<file path="config.mk">
export PLATFORM = sky130hd
export DESIGN_NAME = lcd_cmd_port
export DESIGN_NICKNAME = d
export VERILOG_FILES = /design/src/rtl/lcd_cmd_pkg.sv /design/src/rtl/lcd_cmd_regs.sv /design/src/rtl/lcd_bus_seq.sv /design/src/rtl/lcd_frame_ctl.sv /design/src/rtl/lcd_cmd_port.sv
export SDC_FILE = /design/constraint.sdc
export NUM_CORES = 1
export LEC_CHECK = 0
export BUFFER_PORTS_ARGS = -buffer_cell sky130_fd_sc_hd__clkbuf_2
export CORE_MARGIN = 10
export CORE_UTILIZATION = 51
export DETAILED_ROUTE_END_ITERATION = 16
export PLACE_DENSITY = 0.8
export SYNTH_ARGS = -nofsm -noshare
export SYNTH_HDL_FRONTEND = slang
export SYNTH_SLANG_ARGS = --single-unit
</file>
<file path="constraint.sdc">
create_clock -name clk -period 2 [get_ports clk]
set_input_delay 0.1 -clock clk [delete_from_list [all_inputs] [get_ports clk]]
set_output_delay 0.1 -clock clk [all_outputs]
set_load 0.02 [all_outputs]
</file>
<file path="src/rtl/lcd_cmd_pkg.sv">
package lcd_cmd_pkg;

    localparam int REG_ADDR_W    = 3;
    localparam int FMT_W         = 4;
    localparam int CMD_WRITE_BIT = 28;
    localparam int CMD_DATA_BIT  = 24;
    localparam int RDREQ_BIT     = 24;
    localparam int GO_LAUNCH_BIT = 0;
    localparam int GO_SUB_BIT    = 1;
    localparam int STAT_BUSY_BIT = 1;
    localparam int STAT_SRC_BIT  = 10;
    localparam int MODE_SYS_BIT  = 12;

    typedef enum logic [REG_ADDR_W-1:0] {
        RA_CMD    = 3'd0,
        RA_RDREQ  = 3'd1,
        RA_WGO    = 3'd2,
        RA_RGO    = 3'd3,
        RA_STAT   = 3'd4,
        RA_MODE   = 3'd5,
        RA_RFMODE = 3'd6,
        RA_FGO    = 3'd7
    } reg_addr_e;

    typedef enum logic [1:0] {
        OP_INDEX = 2'd0,
        OP_DATA  = 2'd1,
        OP_READ  = 2'd2
    } bus_op_e;

    typedef struct packed {
        bus_op_e op;
        logic    sub;
    } bus_req_t;

    typedef enum logic [1:0] {
        BS_IDLE,
        BS_SETUP,
        BS_STROBE,
        BS_HOLD
    } bus_state_e;

    function automatic logic fmt_is_narrow(input logic [FMT_W-1:0] fmt);
        return fmt < 4'd4;
    endfunction

endpackage

</file>
<file path="src/rtl/lcd_cmd_regs.sv">
module lcd_cmd_regs
    import lcd_cmd_pkg::*;
#(
    parameter int DATA_W = 16,
    parameter int REG_W  = 32
) (
    input  logic                  clk,
    input  logic                  rst,
    input  logic                  reg_we,
    input  logic [REG_ADDR_W-1:0] reg_addr,
    input  logic [REG_W-1:0]      reg_wdata,
    output logic [REG_W-1:0]      reg_rdata,
    input  logic                  busy,
    input  logic [DATA_W-1:0]     rd_capture,
    input  logic                  src_sub,
    output logic                  launch,
    output bus_req_t              req,
    output logic [DATA_W-1:0]     req_data,
    output logic                  mode_sys,
    output logic                  refresh_single,
    output logic                  frame_go_wr
);

    localparam int NARROW_W = DATA_W / 2;

    reg_addr_e          addr;
    logic [REG_W-1:0]   cmd_q;
    logic               rdreq_q;
    logic               mode_sys_q;
    logic [FMT_W-1:0]   fmt_q;
    logic               rfmode_q;
    logic               go_w, go_r, go_sub, panel_ok;

    assign addr = reg_addr_e'(reg_addr);

    always_ff @(posedge clk) begin
        if (rst) begin
            cmd_q      <= '0;
            rdreq_q    <= 1'b0;
            mode_sys_q <= 1'b0;
            fmt_q      <= '0;
            rfmode_q   <= 1'b0;
        end else if (reg_we) begin
            case (addr)
                RA_CMD:    cmd_q    <= reg_wdata;
                RA_RDREQ:  rdreq_q  <= reg_wdata[RDREQ_BIT];
                RA_MODE: begin
                    mode_sys_q <= reg_wdata[MODE_SYS_BIT];
                    fmt_q      <= reg_wdata[FMT_W-1:0];
                end
                RA_RFMODE: rfmode_q <= reg_wdata[0];
                default: ;
            endcase
        end
    end

    // launch decode: one launch per accepted write to a go register
    assign go_w     = reg_we && (addr == RA_WGO) && reg_wdata[GO_LAUNCH_BIT];
    assign go_r     = reg_we && (addr == RA_RGO) && reg_wdata[GO_LAUNCH_BIT];
    assign go_sub   = reg_wdata[GO_SUB_BIT];
    assign panel_ok = !busy && (!go_sub || mode_sys_q);
    assign launch   = panel_ok && ((go_w && cmd_q[CMD_WRITE_BIT]) || (go_r && rdreq_q));

    assign req.sub = go_sub;
    assign req.op  = go_r ? OP_READ : (cmd_q[CMD_DATA_BIT] ? OP_DATA : OP_INDEX);

    generate
        if (NARROW_W > 0) begin : g_fmt_mask
            assign req_data = fmt_is_narrow(fmt_q)
                ? {{(DATA_W-NARROW_W){1'b0}}, cmd_q[NARROW_W-1:0]}
                : cmd_q[DATA_W-1:0];
        end else begin : g_fmt_pass
            assign req_data = cmd_q[DATA_W-1:0];
        end
    endgenerate

    assign mode_sys       = mode_sys_q;
    assign refresh_single = rfmode_q;
    assign frame_go_wr    = reg_we && (addr == RA_FGO) && reg_wdata[0];

    always_comb begin
        reg_rdata = '0;
        case (addr)
            RA_CMD:    reg_rdata = cmd_q;
            RA_RDREQ:  reg_rdata = REG_W'(rd_capture);
            RA_STAT: begin
                reg_rdata[STAT_BUSY_BIT] = busy;
                reg_rdata[STAT_SRC_BIT]  = src_sub;
            end
            RA_MODE: begin
                reg_rdata[MODE_SYS_BIT] = mode_sys_q;
                reg_rdata[FMT_W-1:0]    = fmt_q;
            end
            RA_RFMODE: reg_rdata[0] = rfmode_q;
            default:   reg_rdata = '0;
        endcase
    end

endmodule

</file>
<file path="src/rtl/lcd_bus_seq.sv">
module lcd_bus_seq
    import lcd_cmd_pkg::*;
#(
    parameter int DATA_W      = 16,
    parameter int STROBE_CLKS = 3
) (
    input  logic              clk,
    input  logic              rst,
    input  logic              launch,
    input  bus_req_t          req,
    input  logic [DATA_W-1:0] req_data,
    input  logic [DATA_W-1:0] pnl_din,
    output logic              busy,
    output logic              cs_main_n,
    output logic              cs_sub_n,
    output logic              rs,
    output logic              wr_n,
    output logic              rd_n,
    output logic [DATA_W-1:0] dout,
    output logic              doe,
    output logic [DATA_W-1:0] rd_capture
);

    localparam int CNT_W = $clog2(STROBE_CLKS + 1);
    localparam logic [CNT_W-1:0] CNT_LAST = CNT_W'(STROBE_CLKS - 1);

    bus_state_e        state_q;
    logic [CNT_W-1:0]  cnt_q;
    bus_req_t          cur_q;
    logic [DATA_W-1:0] data_q;
    logic              active, strobing, is_read;

    always_ff @(posedge clk) begin
        if (rst) begin
            state_q    <= BS_IDLE;
            cnt_q      <= '0;
            cur_q      <= '{op: OP_INDEX, sub: 1'b0};
            data_q     <= '0;
            rd_capture <= '0;
        end else begin
            case (state_q)
                BS_IDLE: if (launch) begin
                    state_q <= BS_SETUP;
                    cur_q   <= req;
                    data_q  <= req_data;
                    cnt_q   <= '0;
                end
                BS_SETUP: begin
                    state_q <= BS_STROBE;
                    cnt_q   <= '0;
                end
                BS_STROBE: begin
                    if (cnt_q == CNT_LAST) begin
                        state_q <= BS_HOLD;
                        if (cur_q.op == OP_READ) rd_capture <= pnl_din;
                    end else begin
                        cnt_q <= cnt_q + 1'b1;
                    end
                end
                default: state_q <= BS_IDLE;
            endcase
        end
    end

    assign active    = (state_q != BS_IDLE);
    assign strobing  = (state_q == BS_STROBE);
    assign is_read   = (cur_q.op == OP_READ);
    assign busy      = active;
    assign cs_main_n = !(active && !cur_q.sub);
    assign cs_sub_n  = !(active && cur_q.sub);
    assign rs        = active && (cur_q.op != OP_INDEX);
    assign wr_n      = !(strobing && !is_read);
    assign rd_n      = !(strobing && is_read);
    assign doe       = active && !is_read;
    assign dout      = doe ? data_q : '0;

    AST_STROBE_EXCL: assert property (@(posedge clk) disable iff (rst)
        !(!wr_n && !rd_n));
    AST_CS_ONEHOT: assert property (@(posedge clk) disable iff (rst)
        $onehot0({!cs_main_n, !cs_sub_n}));
    AST_STROBE_NEEDS_BUSY: assert property (@(posedge clk) disable iff (rst)
        (!wr_n || !rd_n) |-> (busy && !(cs_main_n && cs_sub_n)));
    AST_DOUT_STABLE: assert property (@(posedge clk) disable iff (rst)
        (!wr_n && ($past(wr_n) == 1'b0)) |-> $stable(dout));
    AST_READ_NO_DRIVE: assert property (@(posedge clk) disable iff (rst)
        !rd_n |-> (!doe && rs));
    AST_BUSY_RELEASE: assert property (@(posedge clk) disable iff (rst)
        $rose(wr_n) |-> busy);

endmodule

</file>
<file path="src/rtl/lcd_frame_ctl.sv">
module lcd_frame_ctl (
    input  logic clk,
    input  logic rst,
    input  logic refresh_single,
    input  logic frame_go_wr,
    input  logic fe_main,
    input  logic fe_sub,
    output logic frame_kick,
    output logic refresh_cont,
    output logic src_sub
);

    always_ff @(posedge clk) begin
        if (rst) begin
            frame_kick <= 1'b0;
            src_sub    <= 1'b0;
        end else begin
            frame_kick <= frame_go_wr && refresh_single;
            if (fe_sub)       src_sub <= 1'b1;
            else if (fe_main) src_sub <= 1'b0;
        end
    end

    assign refresh_cont = !refresh_single;

    AST_KICK_SINGLE: assert property (@(posedge clk) disable iff (rst)
        frame_kick |-> !refresh_cont);
    AST_SRC_SUB: assert property (@(posedge clk) disable iff (rst)
        fe_sub |=> src_sub);

endmodule

</file>
<file path="src/rtl/lcd_cmd_port.sv">
module lcd_cmd_port
    import lcd_cmd_pkg::*;
#(
    parameter int DATA_W      = 16,
    parameter int REG_W       = 32,
    parameter int STROBE_CLKS = 3
) (
    input  logic                  clk,
    input  logic                  rst,
    input  logic                  reg_we,
    input  logic [REG_ADDR_W-1:0] reg_addr,
    input  logic [REG_W-1:0]      reg_wdata,
    output logic [REG_W-1:0]      reg_rdata,
    output logic                  pnl_cs_main_n,
    output logic                  pnl_cs_sub_n,
    output logic                  pnl_rs,
    output logic                  pnl_wr_n,
    output logic                  pnl_rd_n,
    output logic [DATA_W-1:0]     pnl_dout,
    output logic                  pnl_doe,
    input  logic [DATA_W-1:0]     pnl_din,
    input  logic                  fe_main,
    input  logic                  fe_sub,
    output logic                  frame_kick,
    output logic                  refresh_cont
);

    logic              busy, launch, mode_sys, refresh_single, frame_go_wr, src_sub;
    bus_req_t          req;
    logic [DATA_W-1:0] req_data, rd_capture;

    lcd_cmd_regs #(.DATA_W(DATA_W), .REG_W(REG_W)) u_regs (
        .clk            (clk),
        .rst            (rst),
        .reg_we         (reg_we),
        .reg_addr       (reg_addr),
        .reg_wdata      (reg_wdata),
        .reg_rdata      (reg_rdata),
        .busy           (busy),
        .rd_capture     (rd_capture),
        .src_sub        (src_sub),
        .launch         (launch),
        .req            (req),
        .req_data       (req_data),
        .mode_sys       (mode_sys),
        .refresh_single (refresh_single),
        .frame_go_wr    (frame_go_wr)
    );

    lcd_bus_seq #(.DATA_W(DATA_W), .STROBE_CLKS(STROBE_CLKS)) u_seq (
        .clk        (clk),
        .rst        (rst),
        .launch     (launch),
        .req        (req),
        .req_data   (req_data),
        .pnl_din    (pnl_din),
        .busy       (busy),
        .cs_main_n  (pnl_cs_main_n),
        .cs_sub_n   (pnl_cs_sub_n),
        .rs         (pnl_rs),
        .wr_n       (pnl_wr_n),
        .rd_n       (pnl_rd_n),
        .dout       (pnl_dout),
        .doe        (pnl_doe),
        .rd_capture (rd_capture)
    );

    lcd_frame_ctl u_frame (
        .clk            (clk),
        .rst            (rst),
        .refresh_single (refresh_single),
        .frame_go_wr    (frame_go_wr),
        .fe_main        (fe_main),
        .fe_sub         (fe_sub),
        .frame_kick     (frame_kick),
        .refresh_cont   (refresh_cont),
        .src_sub        (src_sub)
    );

    AST_SUB_NEEDS_SYSBUS: assert property (@(posedge clk) disable iff (rst)
        $fell(pnl_cs_sub_n) |-> mode_sys);

endmodule

</file>
==> impl_metrics.toml, run 1 <==
[yosys]
synth.avg_cell_area_sq_um = 7.789
syn_inst = 457
syn_area_sq_um = 3560
ys_seq_area_share_pct = 44.99
ys_warn_count = 0
synth_nets = 517
ys_ff_latch = 80
ys_types = 35

[critical_path]
crit_path_top_delay_cell = "mux4_2"
crit_path_max_incr_delay_ns = 0.43
path_class = "reg -> out"
ff2ff_path_depth = 4
worstReg2RegEnd = "u_seq.data_q[3]"
worstSetupStartpoint = "u_seq.state_q[0]"
worstPathRequired_ns = 1.90
reg2reg_from = "u_regs.mode_sys"
reg2reg_slack_ns = 0.28
cp-endpoint = "reg_rdata[1]"
arrival_ns = 1.80
crit_chain = "inv_1 > ha_4 > inv_1 > mux4_2 > nor2b_1 > clkbuf_2"
path_max_fanout = 7
path_common_cell = "inv_1"
worstSetupEndpointType = "output port"
worstSetupStartpointType = "register"

[power_and_ir_drop]
seq_power_share_pct = 44.7
power.share.clock_pct = 37.9
swShare_pct = 25.75
ir_drop_mv = 0.3983
p_total_mw = 3.666
comb_power_share_pct = 17.3
p_switching_uw = 943.9
p_leak_nw = 2.067
powerDensity_nw_per_um2 = 746.6
p_int_mw = 2.722

[cells_and_area]
utilization_pct = 72.27
finalInstanceArea_sq_um = 4910
final_cell_count_no_fill = 709
layout_commonest_cell = "clkbuf_2"
drive_above_1_share_pct = 24.02
area_delta_synth_final_pct = 37.93
final_cell_mix = "clkbuf_2, nand2_1, dfxtp_1, a21oi_1, dlygate4sd3_1"
fillers = 499
final_net_count = 667

[placement]
dp_hpwl_um = 7677
portBuffers = 111
post_dp_cell_area_sq_um = 4225
gp_congestion = 0.8750
dpl_worst_slack_ns = 0.2926
placedCellCount = 648

[detailed_routing]
wl_um = 11290
drt_iter0_drc = 248
drcViolationCount = 0
vias_per_cell = 5.281
routedWlPerCell_um = 15.92
via_count = 3744
drtAntennaViolNets = 0
dr.pass1.iters = 5

[global_route]
grt_pass1_wl_um = 18580
grt_pass1_vias = 3726
antenna_found_initial = 1
gr-total-overflow = 0
grt_max_degree = 33
gr-usage-all-layers_pct = 20.75

[sta]
fin_ws_ns = 0.09956
finalHoldViolCount = 0
rsz0062_at_grt = "no"
relSlewSlack_pct = 60.21
fmax_mhz = 526.2
final-setup-viol-count = 0
maxSlewViolCount = 0
worst_pin_slew_ns = 0.5969
period_minus_slack_ns = 1.900
whs_ns = 0.0008556
period_share_pct = 95.02
fin_skew_ns = 0.006264
fin_setup_tns_ns = 0

[cts]
cts_buffers = 9
cts-htree-levels = 3
clkSinkCount = 80
cts_setup_buffers = 0
clock_latency_ns = 0.35
tritoncts = "built"
clockBufferDepth = 2
clk_pin_slew_ns = 0.08
cts_root_buf = "clkbuf_8"

[status]
status = "finished, final reports clean"

[floorplanning]
die_h_um = 103.5
rows = 30
num_io_pins = 112
start_util_pct = 52.39
die_x_um = 103.5
dieArea_sq_um = 10720
core-area_sq_um = 6794

[job]
maxCapViolations = 0

[hold_path]
min_path_type = "in -> reg"
[worst max-delay path: cells and delay by family, from the launching register on]
kind,cells,cell delay [ns]
flip-flops,1,0.32
AND/OR/NAND/NOR,1,0.15
buffers and inverters,3,0.36
multiplexers,1,0.43
adder cells (fa/ha/maj),1,0.20
[cells in the mapped netlist, drive strengths merged]
library cell,count,area [sq um]
a21oi,66,330.3
a211o,1,8.760
nor2b,12,75.07
nor3,1,10.01
clkbuf,23,86.33
nand3b,1,7.510
nand2b,3,18.77
nand2,110,412.9
and3,1,6.260
nor3b,1,7.510
inv,6,22.52
buf,11,58.81
nor4,1,6.260
a22o,10,87.58
a21o,2,15.01
nor4b,3,26.28
dfxtp,80,1602
mux4,1,22.52
or4,1,7.510
o21ai,30,150.2
nand3,13,70.07
a211oi,1,7.510
or2,1,6.260
nand4,1,6.260
mux2i,13,130.1
o41ai,1,16.27
and2,34,212.7
nor2,24,90.09
ha,4,50.05
nand4b,1,8.760
[registers in the layout, indices dropped and copies added, names as in the netlist]
register / count
u_regs.fmt_q: 4
u_seq.cnt_q: 2
u_regs.refresh_single: 1
u_regs.rdreq_q: 1
u_seq.rd_capture: 16
u_seq.cur_q: 3
u_regs.mode_sys: 1
u_seq.state_q: 2
u_frame.src_sub: 1
u_seq.data_q: 16
u_regs.cmd_q: 32
u_frame.frame_kick: 1
[routing by layer]
metal | vias up | part of all wire [%] | track usage, %
met3 | 26 | 6.4 | 4.213
met2 | 152 | 49 | 34.46
li1 | 1820 | - | -
met1 | 1746 | 42 | 24.87
met5 | - | 0 | 0
met4 | 0 | 2.8 | 10.08
[layout make-up]
cell class / count / area [sq um] / share of cell area, %
Clock buffer: 13 / 138.9 / 2.829
Timing Repair Buffer: 173 / 1131 / 23.04
Multi-Input combinational cell: 337 / 1803 / 36.72
Clock inverter: 3 / 90.09 / 1.835
Inverter: 6 / 22.52 / 0.4587
Tap cell: 96 / 120.1 / 2.446
Antenna cell: 1 / 2.502 / 0.05097
Sequential cell: 80 / 1602 / 32.62
[power by group through the flow]
stage | logic, mW | clock network (mW) | registers (mW)
after floorplan | 0.330 | 0 | 1.67
final | 0.636 | 1.39 | 1.64
after detailed placement | 0.538 | 0 | 1.68
after global routing | 0.699 | 1.45 | 1.64
after global placement | 0.526 | 0 | 1.67
after CTS | 0.613 | 1.40 | 1.64
[worst min-delay path by stage]
stage / from / end / slack (ns) / depth (start not counted)
3_3_place_gp: fe_sub / u_frame.src_sub / 0.30 / 3
5_1_grt: pnl_din[12] / u_seq.rd_capture[12] / 0.02 / 3
3_5_place_dp: fe_sub / u_frame.src_sub / 0.31 / 3
2_1_floorplan: fe_sub / u_frame.src_sub / 0.22 / 2
4_1_cts: reg_wdata[12] / u_regs.cmd_q[12] / 0.0009 / 3
6_report: reg_wdata[9] / u_regs.cmd_q[9] / 0.0009 / 3
[cell families (layout without fill, tap and decap cells)]
family / count (synthesis) / after routing / share of synthesized area [%]
simple gates: 208 / 208 / 27.31
compound gates: 111 / 111 / 17.29
flops: 80 / 80 / 44.99
buf+inv: 40 / 195 / 4.710
mux: 14 / 14 / 4.288
fa+ha+maj: 4 / 4 / 1.406
other cells: 0 / 1 / 0
[what timing repair did]
item | in CTS | in global routing
hold buffers | 44 | 0
endpoints found under the setup margin | 1 | 2
endpoints found under the hold margin | 44 | 0
resized for setup | 1 | 1
(Power assumes the default switching activity.)
==> inputs of run 2 (changes only) <==
==> constraint.sdc (replaced) <==
create_clock -name clk -period 2 [get_ports clk]
set_input_delay 0.4 -clock clk [delete_from_list [all_inputs] [get_ports clk]]
set_output_delay 0.4 -clock clk [all_outputs]
set_load 0.02 [all_outputs]
==> run 2 against run 1 <==
  * The flow now finishes with violations (negative setup slack)
  * Final cell count down 4.2%
  * Clock skew rose by 0.0049 ns
  * Clock power decreased by 14%
  * Die area stayed put
  * First-iteration DRC count is 31% lower
  * Core utilization is 1.4 points lower
  * Routed wire length is 4.0% lower
  * Worst setup slack got worse by 0.18 ns
  * Power decreased by 1.7%
  * Sequential cell count unchanged
  * Register-to-register slack gained 0.16 ns
  * Critical path type unchanged
==> impl_metrics.toml, run 2 (synthesized netlist as in run 1, its figures left out) <==
[detailed_routing]
routedWlPerCell_um = 15.95
routed.top_layer = "met4"
via_count = 3497
wl_um = 10830
wl_met3_um = 847
wl_met2_um = 5304
drtAntennaViolNets = 0
drt_iter0_drc = 170
drcViolationCount = 0
dr.pass1.iters = 4
vias_per_cell = 5.150
drt-met1-wl_um = 4443

[cts]
clkSinkCount = 80
cts_root_buf = "clkbuf_8"
tritoncts = "built"
clk_pin_slew_ns = 0.08
clock_latency_ns = 0.35
cts-htree-levels = 3
cts_buffers = 9
clockBufferDepth = 2

[placement]
gp_congestion = 0.8564
portBuffers = 111
dpl_worst_slack_ns = 0.1244
dp_hpwl_um = 7799

[critical_path]
worstSetupStartpointType = "register"
worstSetupEndpointType = "output port"
worstPathRequired_ns = 1.60
path_buf_inv = 3
path_max_fanout = 2
crit_path_top_delay_cell = "mux4_2"
cp_top_family = "multiplexers"
path_common_cell = "inv_2"
reg2reg_from = "u_seq.state_q[1]"
arrival_ns = 1.68
reg2reg_slack_ns = 0.44
path_class = "reg -> out"
worstSetupStartpoint = "u_seq.state_q[1]"
worstReg2RegEnd = "u_seq.cnt_q[0]"
ff2ff_path_depth = 7
crit_chain = "inv_2 > ha_4 > inv_2 > mux4_2 > nor2b_1 > buf_4"
cp-endpoint = "reg_rdata[1]"
cp.depth = 6
crit_path_max_incr_delay_ns = 0.44

[sta]
maxSlewViolCount = 0
final-setup-viol-count = 1
period_minus_slack_ns = 2.084
rsz0062_at_grt = "yes"
fin_ws_ns = -0.08354
period_share_pct = 104.2
relSlewSlack_pct = 67.50
fmax_mhz = 480.0
worst_pin_slew_ns = 0.4875
finalHoldViolCount = 0
fin_skew_ns = 0.01118

[floorplanning]
die_x_um = 103.5
num_io_pins = 112
die_h_um = 103.5
start_util_pct = 52.39
core-area_sq_um = 6794
dieArea_sq_um = 10720
rows = 30

[cells_and_area]
area_delta_synth_final_pct = 35.33
seq_area_sq_um = 1604
final_cell_mix = "nand2_1, clkbuf_2, dfxtp_1, a21oi_1, buf_4"
fillers = 580
multi_input_area_sq_um = 1853
layout_commonest_cell = "nand2_1"
utilization_pct = 70.90
num_antenna_cells = 0
final_net_count = 638
regMostFlops = "u_regs.cmd_q"
largest_reg_flops = 32
reg_top3 = "u_regs.cmd_q x32, u_seq.data_q x16, u_seq.rd_capture x16"
drive_above_1_share_pct = 32.08

[power_and_ir_drop]
ir_drop_mv = 0.4166
powerDensity_nw_per_um2 = 748.0
p_leak_nw = 2.024
p_total_mw = 3.603

[global_route]
gr-total-overflow = 0
antenna_found_initial = 0
grt_pass1_wl_um = 17410
grt_max_degree = 33
grt_pass1_vias = 3403
gr-usage-all-layers_pct = 19.39

[status]
status = "finished, violations left"
violations = "negative setup slack"

[job]
maxCapViolations = 0

[hold_path]
min_path_type = "in -> reg"
## run 2: tightest hold or removal path, cell delays in order
cell	delay, ns
clkbuf_2	0.07
a21oi_1	0.03
nor2_1	0.07
## run 2: how the worst min path moves through the flow
stage,from,end,cells past startpoint
3_3_place_gp,u_seq.cnt_q[1],u_seq.cnt_q[1],1
2_1_floorplan,u_seq.cnt_q[1],u_seq.cnt_q[1],1
5_1_grt,reg_wdata[28],u_regs.cmd_q[28],3
4_1_cts,fe_sub,u_frame.src_sub,3
6_report,fe_sub,u_frame.src_sub,3
3_5_place_dp,u_regs.cmd_q[23],u_regs.cmd_q[23],2
## run 2: power breakdown
part           leakage, nW  internal (mW)  switching (mW)  total [mW]
combinational         1.28          0.345           0.419       0.764
sequential           0.647           1.62          0.0218        1.64
clock               0.0993          0.609           0.586        1.20
total                 2.02           2.58            1.03        3.60
## run 2: through the flow
step | instance area (sq um) | hold slack, ns | instances | setup TNS [ns]
floorplan | 3561 | 0.4307 | 457 | 0
global route | 4817 | 0.2610 | 679 | -0.5312
detailed placement | 4295 | 0.4432 | 654 | 0
finish | 4817 | 0.2623 | 679 | -0.08354
global placement | 4295 | 0.4370 | 654 | 0
CTS | 4720 | 0.2542 | 675 | -0.4290
## run 2: final cells by class
cell class              count  share of cell area (%)
well taps                  96                   2.494
clock inverters             5                   1.169
inverters                   6                  0.4675
clock buffers              11                   2.935
flip-flops and latches     80                   33.30
repair buffers            144                   21.17
multi-input cells         337                   38.47
## run 2: timing repair
item	CTS	global route
gates resized for setup	49	36
setup endpoints to repair	20	20
hold buffers	0	0
pin swaps	2	13
gates cloned	2	0
buffers inserted	3	4
endpoints found under the hold margin	0	0
## run 2: layer usage
metal | global-route usage (%) | vias to the layer above
li1 | - | 1764
met1 | 23.56 | 1584
met2 | 32.12 | 128
met3 | 4.399 | 21
met4 | 8.065 | 0
met5 | 0 | -
==> inputs of run 3 (changes only) <==
- CORE_UTILIZATION: 51 -> 52
- SYNTH_HIERARCHICAL: not set -> 1
==> run 3 against run 2 <==
  * The run still ends with negative setup slack left
  * Via count grew 0.26%
  * Maximum frequency grew 2.6%
  * Register-to-register slack lost 0.30 ns
  * Sequential share of layout area grew 0.57 points
  * Design area shrank 1.6%
  * Sequential cell count is the same
  * Final cell count grew 1.0%
  * Clock power shrank 7%
  * Worst hold slack lost 0.012 ns
  * Global-route usage shrank 1.4 points
  * Power shrank 16%
  * Largest power group unchanged
==> impl_metrics.toml, run 3 <==
[yosys]
ys_seq_area_share_pct = 41.30
synth_top_area_cell = "dfxtp_1"
synth_ff_type = "dfxtp_1"
synthTopCellsByArea = "dfxtp_1, nand2_1, a21oi_1"
syn_area_sq_um = 3877
synth.most_common_cell = "nand2_1"
ys_types = 44
synth_edf_count = 0
async_reset_ff_share_pct = 0
synth_top_area_share_pct = 41.30
synth_commonest_cells = "nand2_1, dfxtp_1, a21oi_1"
synth.avg_cell_area_sq_um = 8.078
ys_warn_count = 6
synth_nets = 541
ys_ff_latch = 80
syn_inst = 480

[sta]
period_share_pct = 101.5
maxSlewViolCount = 0
worst_pin_slew_ns = 0.4785
fmax_mhz = 492.6
rsz0062_at_grt = "yes"
period_minus_slack_ns = 2.030
fin_skew_ns = 0.01453
fin_ws_ns = -0.03019
final-setup-viol-count = 1
finalHoldViolCount = 0
relSlewSlack_pct = 67.98

[detailed_routing]
dr.pass1.iters = 4
routedWlPerCell_um = 15.14
drt_iter0_drc = 180
wl_um = 10390
drcViolationCount = 0
drtAntennaViolNets = 0
via_count = 3506
vias_per_cell = 5.111

[cells_and_area]
multi_input_area_sq_um = 2024
final_cell_mix = "nand2_1, clkbuf_2, dfxtp_1, a21oi_1, and2_1"
drive_above_1_share_pct = 31.35
utilization_pct = 65.34
fillers = 630
area_delta_synth_final_pct = 22.23
final_net_count = 643
layout_commonest_cell = "nand2_1"
seq_area_sq_um = 1605
finalInstanceArea_sq_um = 4740
num_antenna_cells = 0
regMostFlops = "u_regs/cmd_q"
largest_reg_flops = 32
reg_top3 = "u_regs/cmd_q x32, u_seq/data_q x16, u_seq/rd_capture x16"

[cts]
clkSinkCount = 80
clk_pin_slew_ns = 0.10
cts_root_buf = "clkbuf_8"
cts_buffers = 9
tritoncts = "built"
clockBufferDepth = 2
cts_hold_buf = 0
cts-htree-levels = 3
clock_latency_ns = 0.36

[power_and_ir_drop]
swShare_pct = 27.08
seq_power_share_pct = 53.9
p_leak_nw = 1.946
p_int_mw = 2.199
powerDensity_nw_per_um2 = 636.2
power.share.clock_pct = 37.0
comb_power_share_pct = 9.1
p_switching_uw = 816.6
ir_drop_mv = 0.4155

[placement]
dpl_worst_slack_ns = 0.05610
dp_hpwl_um = 7638
gp_congestion = 0.8525
portBuffers = 111
post_dp_cell_area_sq_um = 4412

[critical_path]
cp-endpoint = "reg_rdata[1]"
cp_top_family = "multiplexers"
reg2reg_slack_ns = 0.14
path_class = "reg -> out"
path_buf_inv = 3
arrival_ns = 1.63
cp.depth = 6
crit_path_max_incr_delay_ns = 0.44
path_max_fanout = 2
reg2reg_from = "u_seq/state_q[0]"
worstReg2RegEnd = "u_seq/data_q[11]"
ff2ff_path_depth = 10
worstSetupStartpoint = "u_seq/state_q[0]"
crit_chain = "inv_2 > ha_4 > inv_4 > mux4_2 > nor2b_4 > buf_6"
worstSetupEndpointType = "output port"
worstPathRequired_ns = 1.60
crit_path_top_delay_cell = "mux4_2"
worstSetupStartpointType = "register"

[global_route]
grt_pass1_wl_um = 16770
gr-usage-all-layers_pct = 17.95
gr-total-overflow = 0
grt_max_degree = 40
antenna_found_initial = 0
grt_pass1_vias = 3500

[floorplanning]
die_x_um = 106.4
rows = 31
die_h_um = 106.4
num_io_pins = 112
start_util_pct = 53.46
dieArea_sq_um = 11310
core-area_sq_um = 7253

[job]
maxCapViolations = 0

[hold_path]
min_path_type = "in -> reg"

[status]
violations = "negative setup slack"
status = "finished, violations left"
## run 3: metrics by stage
step                      setup TNS (ns)  hold slack (ns)  instances  power [mW]
after floorplan                        0           0.4317        480       1.811
after global placement                 0           0.4393        663       1.903
after detailed placement               0           0.4433        663       1.910
after CTS                       -0.05316           0.2412        684       3.028
after global routing             -0.4835           0.2532        686       3.127
final                           -0.03019           0.2503        686       3.015
## run 3: timing repair
| item | in CTS | in global routing |
|---|---|---|
| buffers inserted | 4 | 0 |
| setup endpoints to repair | 19 | 39 |
| pin swaps | 2 | 4 |
| gates resized for setup | 10 | 36 |
| cloned | 1 | 2 |
## run 3: kinds of logic after synthesis
| family | synth area share, % |
|---|---|
| AOI/OAI and AO/OA | 12.88 |
| adders and majority gates | 1.613 |
| buffers and inverters | 8.519 |
| DFF | 41.30 |
| muxes | 6.002 |
| and+or+nand+nor | 29.69 |
## run 3: power groups by stage
stage / combinational (mW) / sequential [mW] / clock, mW
final: 0.275 / 1.62 / 1.12
after global routing: 0.301 / 1.63 / 1.20
after CTS: 0.263 / 1.62 / 1.14
after detailed placement: 0.249 / 1.66 / 0
after global placement: 0.242 / 1.66 / 0
after floorplan: 0.154 / 1.66 / 0
## run 3: per-layer routing
layer / GRT usage, % / share of wire [%] / vias up
met5: 0 / 0 / -
met4: 7.834 / 2.1 / 0
met3: 5.495 / 7.3 / 15
met2: 29.11 / 47 / 118
met1: 21.48 / 44 / 1607
li1: - / - / 1766
## run 3: area by class of cell
| type | count | area share (%) |
|---|---|---|
| multi-input cells | 350 | 42.71 |
| flip-flops and latches | 80 | 33.87 |
| repair buffers | 130 | 16.02 |
| clock buffers | 9 | 2.614 |
| well taps | 99 | 2.614 |
| clock inverters | 7 | 1.241 |
| inverters | 11 | 0.9240 |
## run 3: worst reg2reg max path, stage by stage, from the launching register on
cell	delay, ns
dfxtp_2	0.33
inv_2	0.07
ha_4	0.15
inv_4	0.04
buf_4	0.14
a2111oi_4	0.32
buf_4	0.19
and2_1	0.19
buf_12	0.16
nand2_1	0.08
a21oi_1	0.14
## run 3: how the worst min path moves through the flow
stage / startpoint / to / slack, ns / depth (start not counted)
3_3_place_gp: u_regs/cmd_q[29] / u_regs/cmd_q[29] / 0.44 / 2
5_1_grt: reg_wdata[5] / u_regs/cmd_q[5] / 0.25 / 3
6_report: pnl_din[5] / u_seq/rd_capture[5] / 0.25 / 3
3_5_place_dp: u_seq/data_q[5] / u_seq/data_q[5] / 0.44 / 2
4_1_cts: pnl_din[4] / u_seq/rd_capture[4] / 0.24 / 3
2_1_floorplan: u_regs/cmd_q[16] / u_regs/cmd_q[16] / 0.43 / 2
